$ cat config.mk
export PLATFORM = sky130hd
export DESIGN_NAME = duart_host_decode
export DESIGN_NICKNAME = d
export VERILOG_FILES = /design/src/rtl/dra_pkg.sv /design/src/rtl/dra_strobe_detect.sv /design/src/rtl/dra_access_decode.sv /design/src/rtl/dra_mf_mux.sv /design/src/rtl/duart_host_decode.sv
export SDC_FILE = /design/constraint.sdc
export NUM_CORES = 1
export LEC_CHECK = 0
export BUFFER_PORTS_ARGS = -buffer_cell sky130_fd_sc_hd__buf_2
export CELL_PAD_IN_SITES_DETAIL_PLACEMENT = 1
export CELL_PAD_IN_SITES_GLOBAL_PLACEMENT = 1
export CORE_ASPECT_RATIO = 1.25
export CORE_MARGIN = 1.5
export CORE_UTILIZATION = 31
export DETAILED_ROUTE_END_ITERATION = 8
export PLACE_DENSITY = 0.78
export SKIP_CTS_REPAIR_TIMING = 1
export SLEW_MARGIN = 20
export SYNTH_ARGS = -nofsm -noshare
export SYNTH_HDL_FRONTEND = slang
export SYNTH_HIERARCHICAL = 1
export SYNTH_SLANG_ARGS = --single-unit
$ cat constraint.sdc
create_clock -name clk -period 1.7 [get_ports clk]
set_input_delay 0.085 -clock clk [delete_from_list [all_inputs] [get_ports clk]]
set_output_delay 0.085 -clock clk [all_outputs]
set_load 0.05 [all_outputs]
$ cat src/rtl/dra_pkg.sv
package dra_pkg;

    typedef enum logic [1:0] {
        MF_GPO   = 2'b00,
        MF_BAUD  = 2'b01,
        MF_RXRDY = 2'b10,
        MF_OFF   = 2'b11
    } mf_sel_e;

    // bit 0 = broadcast, bits 2:1 = pin function
    typedef struct packed {
        mf_sel_e mf;
        logic    bcast;
    } afr_t;

endpackage

$ cat src/rtl/dra_strobe_detect.sv
module dra_strobe_detect (
    input  logic clk,
    input  logic rst,
    input  logic strobe_n,
    output logic start
);
    typedef struct packed {
        logic prev_n;
    } sd_state_t;

    sd_state_t st_d, st_q;

    always_comb begin
        st_d        = st_q;
        st_d.prev_n = strobe_n;
    end

    always_ff @(posedge clk) begin
        if (rst) st_q <= '{prev_n: 1'b1};
        else     st_q <= st_d;
    end

    assign start = st_q.prev_n & ~strobe_n;

endmodule

$ cat src/rtl/dra_access_decode.sv
module dra_access_decode
    import dra_pkg::*;
#(
    parameter int                ADDR_W   = 3,
    parameter int                DATA_W   = 8,
    parameter logic [ADDR_W-1:0] AFR_ADDR = ADDR_W'(7),
    parameter logic [ADDR_W-1:0] MCR_ADDR = ADDR_W'(4),
    parameter int                GPO_BIT  = 3
) (
    input  logic              clk,
    input  logic              rst,
    input  logic              wr_start,
    input  logic              rd_start,
    input  logic              cs_n,
    input  logic              chan_sel,
    input  logic [ADDR_W-1:0] addr,
    input  logic [DATA_W-1:0] wdata,
    input  logic [DATA_W-1:0] rdata_a,
    input  logic [DATA_W-1:0] rdata_b,
    output logic [1:0]        wr_en,
    output logic [1:0]        rd_en,
    output afr_t              afr,
    output logic [1:0]        gpo,
    output logic [ADDR_W-1:0] reg_addr,
    output logic [DATA_W-1:0] reg_wdata,
    output logic [DATA_W-1:0] host_rdata
);
    localparam int AFR_W = $bits(afr_t);

    typedef struct packed {
        afr_t              afr;
        logic [1:0]        gpo;
        logic [1:0]        wr_en;
        logic [1:0]        rd_en;
        logic [ADDR_W-1:0] addr;
        logic [DATA_W-1:0] data;
    } dec_state_t;

    dec_state_t st_d, st_q;
    logic       is_afr;
    logic       to_a;
    logic       to_b;

    always_comb begin
        st_d       = st_q;
        st_d.wr_en = '0;
        st_d.rd_en = '0;
        is_afr     = (addr == AFR_ADDR);
        to_a       = st_q.afr.bcast | chan_sel;
        to_b       = st_q.afr.bcast | ~chan_sel;

        if (rd_start && !cs_n && !is_afr) begin
            st_d.rd_en = {~chan_sel, chan_sel};
            st_d.addr  = addr;
        end

        if (wr_start && !cs_n) begin
            if (is_afr) begin
                st_d.afr = afr_t'(wdata[AFR_W-1:0]);
            end else begin
                st_d.wr_en = {to_b, to_a};
                st_d.addr  = addr;
                st_d.data  = wdata;
                if (addr == MCR_ADDR) begin
                    if (to_a) st_d.gpo[0] = wdata[GPO_BIT];
                    if (to_b) st_d.gpo[1] = wdata[GPO_BIT];
                end
            end
        end
    end

    always_ff @(posedge clk) begin
        if (rst) begin
            st_q       <= '0;
            st_q.afr   <= '{mf: MF_GPO, bcast: 1'b0};
            st_q.gpo   <= '1;
        end else begin
            st_q <= st_d;
        end
    end

    always_comb begin
        if (cs_n)               host_rdata = '0;
        else if (addr == AFR_ADDR) host_rdata = {{(DATA_W-AFR_W){1'b0}}, st_q.afr};
        else if (chan_sel)      host_rdata = rdata_a;
        else                    host_rdata = rdata_b;
    end

    assign wr_en     = st_q.wr_en;
    assign rd_en     = st_q.rd_en;
    assign afr       = st_q.afr;
    assign gpo       = st_q.gpo;
    assign reg_addr  = st_q.addr;
    assign reg_wdata = st_q.data;

    // the alternate-function address is never forwarded to a channel
    a_r6_afr_not_forwarded: assert property (@(posedge clk) disable iff (rst)
        (st_q.wr_en != 2'b00) |-> (st_q.addr != AFR_ADDR));

    // the shadow only moves after a selected write to the modem-control address
    a_r7_gpo_source: assert property (@(posedge clk) disable iff (rst)
        !$stable(st_q.gpo) |-> $past(wr_start && !cs_n && addr == MCR_ADDR));

endmodule

$ cat src/rtl/dra_mf_mux.sv
module dra_mf_mux
    import dra_pkg::*;
(
    input  mf_sel_e sel,
    input  logic    gpo,
    input  logic    baud16,
    input  logic    rxrdy_n,
    output logic    pin
);
    always_comb begin
        case (sel)
            MF_GPO:   pin = ~gpo;
            MF_BAUD:  pin = baud16;
            MF_RXRDY: pin = rxrdy_n;
            default:  pin = 1'b1;
        endcase
    end
endmodule

$ cat src/rtl/duart_host_decode.sv
module duart_host_decode
    import dra_pkg::*;
#(
    parameter int                ADDR_W   = 3,
    parameter int                DATA_W   = 8,
    parameter logic [ADDR_W-1:0] AFR_ADDR = ADDR_W'(7),
    parameter logic [ADDR_W-1:0] MCR_ADDR = ADDR_W'(4),
    parameter int                GPO_BIT  = 3
) (
    input  logic              clk,
    input  logic              rst,
    input  logic              cs_n,
    input  logic              chan_sel,
    input  logic              rd_n,
    input  logic              wr_n,
    input  logic [ADDR_W-1:0] addr,
    input  logic [DATA_W-1:0] wdata,
    output logic [DATA_W-1:0] host_rdata,
    input  logic [DATA_W-1:0] rdata_a,
    input  logic [DATA_W-1:0] rdata_b,
    output logic [ADDR_W-1:0] reg_addr,
    output logic [DATA_W-1:0] reg_wdata,
    output logic              wr_en_a,
    output logic              wr_en_b,
    output logic              rd_en_a,
    output logic              rd_en_b,
    input  logic              baud16_a,
    input  logic              baud16_b,
    input  logic              rxrdy_n_a,
    input  logic              rxrdy_n_b,
    output logic              mf_a,
    output logic              mf_b
);
    localparam int NUM_CH = 2;

    logic              wr_start;
    logic              rd_start;
    logic [NUM_CH-1:0] wr_en;
    logic [NUM_CH-1:0] rd_en;
    logic [NUM_CH-1:0] gpo;
    logic [NUM_CH-1:0] baud_v;
    logic [NUM_CH-1:0] rxr_v;
    logic [NUM_CH-1:0] pin_v;
    afr_t              afr;

    dra_strobe_detect u_wr_det (.clk(clk), .rst(rst), .strobe_n(wr_n), .start(wr_start));
    dra_strobe_detect u_rd_det (.clk(clk), .rst(rst), .strobe_n(rd_n), .start(rd_start));

    dra_access_decode #(
        .ADDR_W(ADDR_W), .DATA_W(DATA_W), .AFR_ADDR(AFR_ADDR),
        .MCR_ADDR(MCR_ADDR), .GPO_BIT(GPO_BIT)
    ) u_dec (
        .clk(clk), .rst(rst), .wr_start(wr_start), .rd_start(rd_start),
        .cs_n(cs_n), .chan_sel(chan_sel), .addr(addr), .wdata(wdata),
        .rdata_a(rdata_a), .rdata_b(rdata_b), .wr_en(wr_en), .rd_en(rd_en),
        .afr(afr), .gpo(gpo), .reg_addr(reg_addr), .reg_wdata(reg_wdata),
        .host_rdata(host_rdata)
    );

    assign baud_v = {baud16_b, baud16_a};
    assign rxr_v  = {rxrdy_n_b, rxrdy_n_a};

    for (genvar c = 0; c < NUM_CH; c++) begin : g_mf
        dra_mf_mux u_mux (
            .sel(afr.mf), .gpo(gpo[c]), .baud16(baud_v[c]),
            .rxrdy_n(rxr_v[c]), .pin(pin_v[c])
        );
    end

    assign mf_a    = pin_v[0];
    assign mf_b    = pin_v[1];
    assign wr_en_a = wr_en[0];
    assign wr_en_b = wr_en[1];
    assign rd_en_a = rd_en[0];
    assign rd_en_b = rd_en[1];

    // every enable traces back to a selected cycle
    a_r1_no_access_deselected: assert property (@(posedge clk) disable iff (rst)
        (wr_en_a || wr_en_b || rd_en_a || rd_en_b) |-> $past(!cs_n));

    // a lone channel-A write came from chan_sel = 1
    a_r2_route_a: assert property (@(posedge clk) disable iff (rst)
        (wr_en_a && !wr_en_b) |-> $past(chan_sel));

    // a dual write needs the broadcast bit set at the strobe edge
    a_r3_dual_needs_bcast: assert property (@(posedge clk) disable iff (rst)
        (wr_en_a && wr_en_b) |-> $past(afr.bcast));

    // reads never hit both channels
    a_r4_read_single: assert property (@(posedge clk) disable iff (rst)
        rd_en_a |-> !rd_en_b);

    // enables last a single cycle
    a_r5_single_pulse: assert property (@(posedge clk) disable iff (rst)
        (wr_en_a || wr_en_b) |=> !(wr_en_a || wr_en_b));

    // reserved pin code keeps both pins inactive
    a_r10_reserved_high: assert property (@(posedge clk) disable iff (rst)
        (afr.mf == MF_OFF) |-> (mf_a && mf_b));

endmodule

# --- Yosys cells after proc, flatten, opt, wreduce, memory -nomap -nowiden ---
# Index checks and enable logic that the tools add are counted.
word_totals:
  regBits: 22
  input_bits: 37
  output_inout_bits: 25
  elab_cells: 46
classes:
  eq_ne: 4
  muxes: 8
  n_bitwise: 12
  n_reduce_logical: 12
ops:
  columns: ["op", "n"]
  rows:
  - ["$mux 8", 3]
  - ["$mux 11", 2]
  - ["$not 1->1", 8]
  - ["$reduce_and 4->1", 2]
  - ["$eq 3x3->1 const B", 2]
  - ["$pmux 1 s3", 2]
  - ["$reduce_and 2->1", 2]
  - ["$logic_and 1x1->1", 3]
  - ["$mux 3", 1]
  - ["$reduce_or 3->1", 1]
  - ["$and 1x1->1", 2]
  - ["$eq 2x1->1 const B", 1]
  - ["$eq 2x2->1 const B", 1]
  - ["$logic_not 1->1", 2]
  - ["$logic_not 2->1", 1]
  - ["$or 1x1->1", 2]
  - ["$reduce_or 2->1", 1]

# --- Longest topological paths before layout ---
# Gate-level depths: netlist (run 1).
depth:
  ltp_word: 7
  mapped_depth: 6
  depth_no_buf: 4

# --- Modules after synthesis ---
# Netlist (run 1), hierarchy kept.
by_module_without_submodules:
  columns: ["module", "instances", "cells_each", "area_per_inst_um2", "seq_area_each_um2"]
  rows:
  - ["dra_access_decode", 1, 110, 1022.2, 400.4]
  - ["dra_strobe_detect", 2, 3, 35.0, 20.0]
  - ["dra_mf_mux", 2, 4, 26.3, 0.0]

# --- Worst setup path after synthesis (run 1) ---
# Ideal clock, no wire load.
synth_path:
  kind: "reg2out"
  start: "register, netlist name u_dec/afr[1]"
  end: "output mf_a"
  t_arrival_ns: 1.742
  required_ns: 1.615
  setup_slack_ns: -0.127
  path_stages_with_launch: 3
  n_path_buf: 0
  path_cell_list: "dfxtp_1 -> and2b_1 -> o31ai_1"
synth_between:
  elab_chain_cells: 2
  elab_cells_between_ends: 4
  cone_classes: "2 x eq/ne; 1 x mux; 1 x reduce/logical"
synth_lines:
  columns: ["item", "line", "rtl"]
  rows:
  - ["$eq 2x2->1, or another cell as far along", "dra_mf_mux.sv:11", "case (sel)"]
  - ["$pmux 1 s3 *", "dra_mf_mux.sv:11", null]
  - ["to (decl)", "duart_host_decode.sv:31", "output logic mf_a,"]
# Mark *: on every way between the ends. The rest lies on a longest branch, timed or not.

# --- Worst setup path in the final report (run 1) ---
layout_path:
  start: "register, netlist name u_dec/afr[1]"
  end: "output mf_a"
layout_between:
  elab_chain_cells: 2
  elab_cells_between_ends: 4
  cone_classes: "2 x eq/ne; 1 x mux; 1 x reduce/logical"
layout_lines:
  columns: ["item", "line"]
  rows:
  - ["$eq 2x2->1, or another cell as far along", "dra_mf_mux.sv:11"]
  - ["$pmux 1 s3 *", "dra_mf_mux.sv:11"]
# Marked as above.

==> metrics.txt, run 1 <==
total clock sinks 22; Critical R2R Launch u_wr_det/st_q; area delta synth->final 32.1%; Cells after Synth 124; Slew @ Worst Pin 0.481 ns; Root Buffer clkbuf_8; share of layout cells above drive strength 1 0.432; initial antenna violation count 0; Internal 0.000841 W; WHS Path Cells 2; CTS clock-pin slew for the worst setup and hold paths 0.08 ns; final setup fails 0; CTS tree built; Setup WS post-layout 0.213 ns; largest net degree at the start of global routing 27; IO Count 62; Crit Path Class reg -> out; I/O Buffers 61; Avg Vias per Cell 5.11; Psw 0.000375 W; post-DP HPWL 2590 um; CTS Buf Count 3; Synth Register Bits 22; combinational share of power 0.246; Final Slew Violations 0; Routed WL 3200 um; HP Class in -> reg; highest clock rate 0.672 GHz; hold_sp rd_n; Nets 221; Via Count 1,135; Reg2Reg Depth 5; Worst setup SP type flip-flop; global-route wire length before repair 5240 um; WL per Instance 14.4 um; Clock Latency Late Sink 0.26 ns; H-Tree Depth 1; DRT Pass-1 Iters 4; Seq pwr share 0.447; gr usage total 0.163; average size of a mapped cell 9.23 um^2; Lkg Pwr 0.754 nW; outcome finished, final reports clean; antenna fix cells 0; Syn Nets 161; pwr/cell area 804 nW/um^2; post-route ant nets 0; Crit Path Max Fanout 8; register area share after synthesis 0.385; Multi-input gate area 644 um^2; Warnings, synthesis 6; fin area 1510 um^2; GP Congestion 0.762; Hold Slack 0.0171 ns; initial DRC count 16; Worst EP required 1.62 ns; Area after DPL 1460 um^2; Clock Path Buffers 2; arrival time worst endpoint 1.40 ns; Synth cell types 30; Die Ht 70.9 um; Core Region 3510 um^2; post-route setup TNS 0 ns; Post-Syn Area 1140 um^2; Worst setup EP type output port; total grt overflow 0; Rel. slew slack 0.679; Period minus WS final 1.49 ns; Initial Util 0.326; clk_skew 0.00205 ns; final hold vios 0; RSZ-0062 raised after global routing false; peak supply drop 469 uV; vias in the first global route 1,183; Net Sw Frac 0.309; clock network power share 0.307; die width 57.4 um; Setup WS pre-CTS 0.350 ns; CP startpoint u_dec/afr[1]; fill cell count 439; DRC Markers 0; post-route clock period utilization 0.875; Max Cap Violations 0; die area 4070 um^2; Rows 24; register area 440 um^2
==> cells by family (layout without fill, tap and decap cells) <==
logic type             count (synthesis)  count (layout)  synth area share
multiplexers                          16              16             0.140
AO/OA/AOI/OAI                         26              26             0.169
buffers and inverters                  9              68            0.0612
flip-flops                            22              22             0.385
AND/OR/NAND/NOR                       51              51             0.245
==> power groups by stage <==
stage / logic (W) / registers, W / clock network, W
detailed placement: 0.000301 / 0.000556 / 0
CTS: 0.000301 / 0.000544 / 0.000380
global placement: 0.000292 / 0.000554 / 0
floorplan: 0.000158 / 0.000609 / 0
finish: 0.000299 / 0.000544 / 0.000373
global route: 0.000320 / 0.000546 / 0.000408
==> stage by stage <==
| stage | util | instances | total power, W |
|---|---|---|---|
| 2_1_floorplan | - | 124 | 0.000767 |
| 3_3_place_gp | 0.415 | 218 | 0.000846 |
| 3_5_place_dp | 0.415 | 218 | 0.000857 |
| 4_1_cts | 0.431 | 222 | 0.00122 |
| 5_1_grt | 0.431 | 222 | 0.00127 |
| 6_report | 0.431 | 222 | 0.00122 |
==> path summary, 6_finish.rpt <==
check | endpoint | slack [ns]
min | u_rd_det/st_q | 0.02
max | mf_a | 0.21
max reg2reg | u_dec/reg_wdata[1] | 0.43
min reg2reg | u_dec/reg_wdata[2] | 0.48
==> critical path, stage by stage, from the launching register on <==
cell and delay (ns):
dfxtp_1 0.44, and2b_1 0.22, o31ai_2 0.18, buf_2 0.30
==> final cells by class <==
cell class | instances | area share
tap | 39 | 0.0323
clock buffer | 4 | 0.0364
sequential | 22 | 0.291
multi-input combinational | 93 | 0.426
timing repair buffer | 63 | 0.212
inverter | 1 | 0.00248
==> per-layer routing <==
metal / up-vias / global-route usage / wire length [um]
li1: 550 / - / -
met4: 0 / 0.0465 / 36
met3: 6 / 0.0366 / 161
met2: 35 / 0.292 / 1730
met5: - / 0 / 0
met1: 544 / 0.190 / 1270
==> cell usage in the layout (no fill, tap or decap), types with 3 or more instances in the layout <==
cell type / count
a21oi_2: 3
clkbuf_8: 4
buf_2: 61
nor2_1: 15
nor2b_1: 3
nand3_1: 6
a21oi_1: 5
a211oi_1: 3
mux2i_1: 16
o21ai_0: 4
a21bo_1: 3
dfxtp_1: 22
nand2b_1: 9
nor3_1: 5
==> cell usage after synthesis (all sizes together) <==
cell type / instances / area [um^2]
nor2b: 3 / 18.8
nand3: 6 / 30.0
o21bai: 1 / 7.51
o21ba: 1 / 10.0
o21ai: 4 / 20.0
o31ai: 2 / 15.0
a211oi: 3 / 22.5
inv: 1 / 3.75
buf: 7 / 62.6
and3: 1 / 6.26
a21oi: 8 / 51.3
or2: 2 / 12.5
and2b: 4 / 32.5
mux2i: 16 / 160
clkbuf: 1 / 3.75
a21bo: 5 / 50.1
nand2b: 10 / 65.1
and2: 1 / 8.76
dfxtp: 22 / 440
nor3: 5 / 25.0
o2111ai: 2 / 17.5
nand2: 2 / 7.51
nor4b: 2 / 17.5
nor2: 15 / 56.3
(Power assumes the default switching activity.)
==> inputs of run 2 (changes only) <==
--- a/config.mk
+++ b/config.mk
@@ -12,7 +12,7 @@
 export CORE_MARGIN = 1.5
 export CORE_UTILIZATION = 31
 export DETAILED_ROUTE_END_ITERATION = 8
-export PLACE_DENSITY = 0.78
+export PLACE_DENSITY = 0.83
 export SKIP_CTS_REPAIR_TIMING = 1
 export SLEW_MARGIN = 20
 export SYNTH_ARGS = -nofsm -noshare
==> run 2 against run 1 <==
Against the previous run:
- non-clock buffer count did not move
- wire length fell by 7.4%
- global-route usage fell by 0.95 points
- die area did not move
- critical path type unchanged
- largest cell class unchanged
==> metrics.txt, run 2 (same netlist as run 1, synthesis figures left out) <==
DRT Pass-1 Iters 3 (was 4); Worst setup SP type flip-flop (unchanged); H-Tree Depth 1 (unchanged); Die Ht 70.9 um (unchanged); final setup fails 0 (unchanged); Multi-input gate area 644 um^2 (unchanged); Clock Latency Late Sink 0.26 ns (about the same); initial DRC count 19 (was 16); Slew @ Worst Pin 0.425 ns (was 0.481 ns); CTS tree built (unchanged); IO Count 62 (unchanged); I/O Buffers 61 (unchanged); die width 57.4 um (unchanged); PnR Total Power 0.00116 W (was 0.00122 W); antenna fix cells 0 (unchanged); Via Count 1,075 (was 1,135); GP Congestion 0.741 (was 0.762); final hold vios 0 (unchanged); register area 440 um^2 (unchanged); DRC Markers 0 (unchanged); Core Region 3510 um^2 (unchanged); die area 4070 um^2 (unchanged); pwr/cell area 775 nW/um^2 (was 804 nW/um^2); Clock Path Buffers 2 (unchanged); Period minus WS final 1.51 ns (was 1.49 ns); Crit Path Class reg -> out (unchanged); Rel. slew slack 0.717 (was 0.679); area delta synth->final 30.9% (was 32.1%); peak supply drop 435 uV (was 469 uV); Setup WS pre-CTS 0.446 ns (was 0.350 ns); Max Cap Violations 0 (unchanged); gr usage total 0.153 (was 0.163); Avg Vias per Cell 4.86 (was 5.11); Nets 221 (unchanged); post-DP HPWL 2340 um (was 2590 um); most frequent cells in the layout buf_2, dfxtp_1, mux2i_1 (unchanged); post-route clock period utilization 0.888 (was 0.875); CTS clock-pin slew for the worst setup and hold paths 0.08 ns (about the same); most common cell after layout, fill and taps aside buf_2 (unchanged); HP Class in -> reg (unchanged); post-route ant nets 0 (unchanged); Routed WL 2960 um (was 3200 um); total clock sinks 22 (unchanged); fill cell count 437 (was 439); Final Slew Violations 0 (unchanged); clk_skew 0.00119 ns (was 0.00205 ns); share of layout cells above drive strength 1 0.429 (was 0.432); Rows 24 (unchanged); highest clock rate 0.662 GHz (was 0.672 GHz); outcome finished, final reports clean (unchanged); Initial Util 0.326 (unchanged); total grt overflow 0 (unchanged); global-route wire length before repair 4890 um (was 5240 um); largest net degree at the start of global routing 27 (unchanged); RSZ-0062 raised after global routing false (unchanged); Crit Path Max Fanout 8 (unchanged); Worst EP required 1.62 ns (about the same); WL per Instance 13.4 um (was 14.4 um); initial antenna violation count 0 (unchanged); Root Buffer clkbuf_8 (unchanged); vias in the first global route 1,099 (was 1,183); Setup WS post-layout 0.190 ns (was 0.213 ns); arrival time worst endpoint 1.43 ns (was 1.40 ns); Lkg Pwr 0.747 nW (was 0.754 nW); CTS Buf Count 3 (unchanged); Worst setup EP type output port (unchanged)
[run 2: per-layer routing]
metal | global-route usage | up-vias | part of all wire
met5 | 0 | - | 0
met4 | 0.0698 | 0 | 0.014
met3 | 0.0256 | 5 | 0.048
met2 | 0.258 | 34 | 0.49
met1 | 0.188 | 488 | 0.45
li1 | - | 548 | -
[run 2: area by class of cell]
cell class / instances / area share
clock buffer: 3 / 0.0275
sequential: 22 / 0.294
inverter: 1 / 0.00250
timing repair buffer: 63 / 0.214
tap: 39 / 0.0326
multi-input combinational: 93 / 0.430
[run 2: worst paths after layout]
| kind | to | cells after the start | slack (ns) | startpoint |
|---|---|---|---|---|
| worst max-delay path | mf_b | 3 | 0.19 | u_dec/afr[1] |
| worst min-delay path | u_rd_det/st_q | 2 | 0.009 | rd_n |
| worst max register to register | u_dec/gpo[0] | 5 | 0.45 | u_wr_det/st_q |
| worst min register to register | u_dec/reg_wdata[0] | 2 | 0.48 | u_dec/reg_wdata[0] |
[run 2: through the flow]
stage	cells	area [um^2]	hold slack, ns	TNS (ns)	util
after floorplan	124	1150	0.182	-0.163	-
after global placement	218	1460	0.278	0	0.415
after detailed placement	218	1460	0.282	0	0.415
after CTS	221	1500	0.00805	0	0.427
after global routing	221	1500	0.0254	0	0.427
final	221	1500	0.00934	0	0.427
[run 2: report_power, final]
group          internal (W)  switching [W]  total [W]
sequential         0.000534     0.00000913   0.000543
clock              0.000158       0.000164   0.000323
combinational      0.000100       0.000195   0.000295
[run 2: worst max-delay path, stage by stage, from the launching register on]
cell and delay (ns):
dfxtp_1 0.46, and2b_1 0.22, o31ai_2 0.17, buf_2 0.30
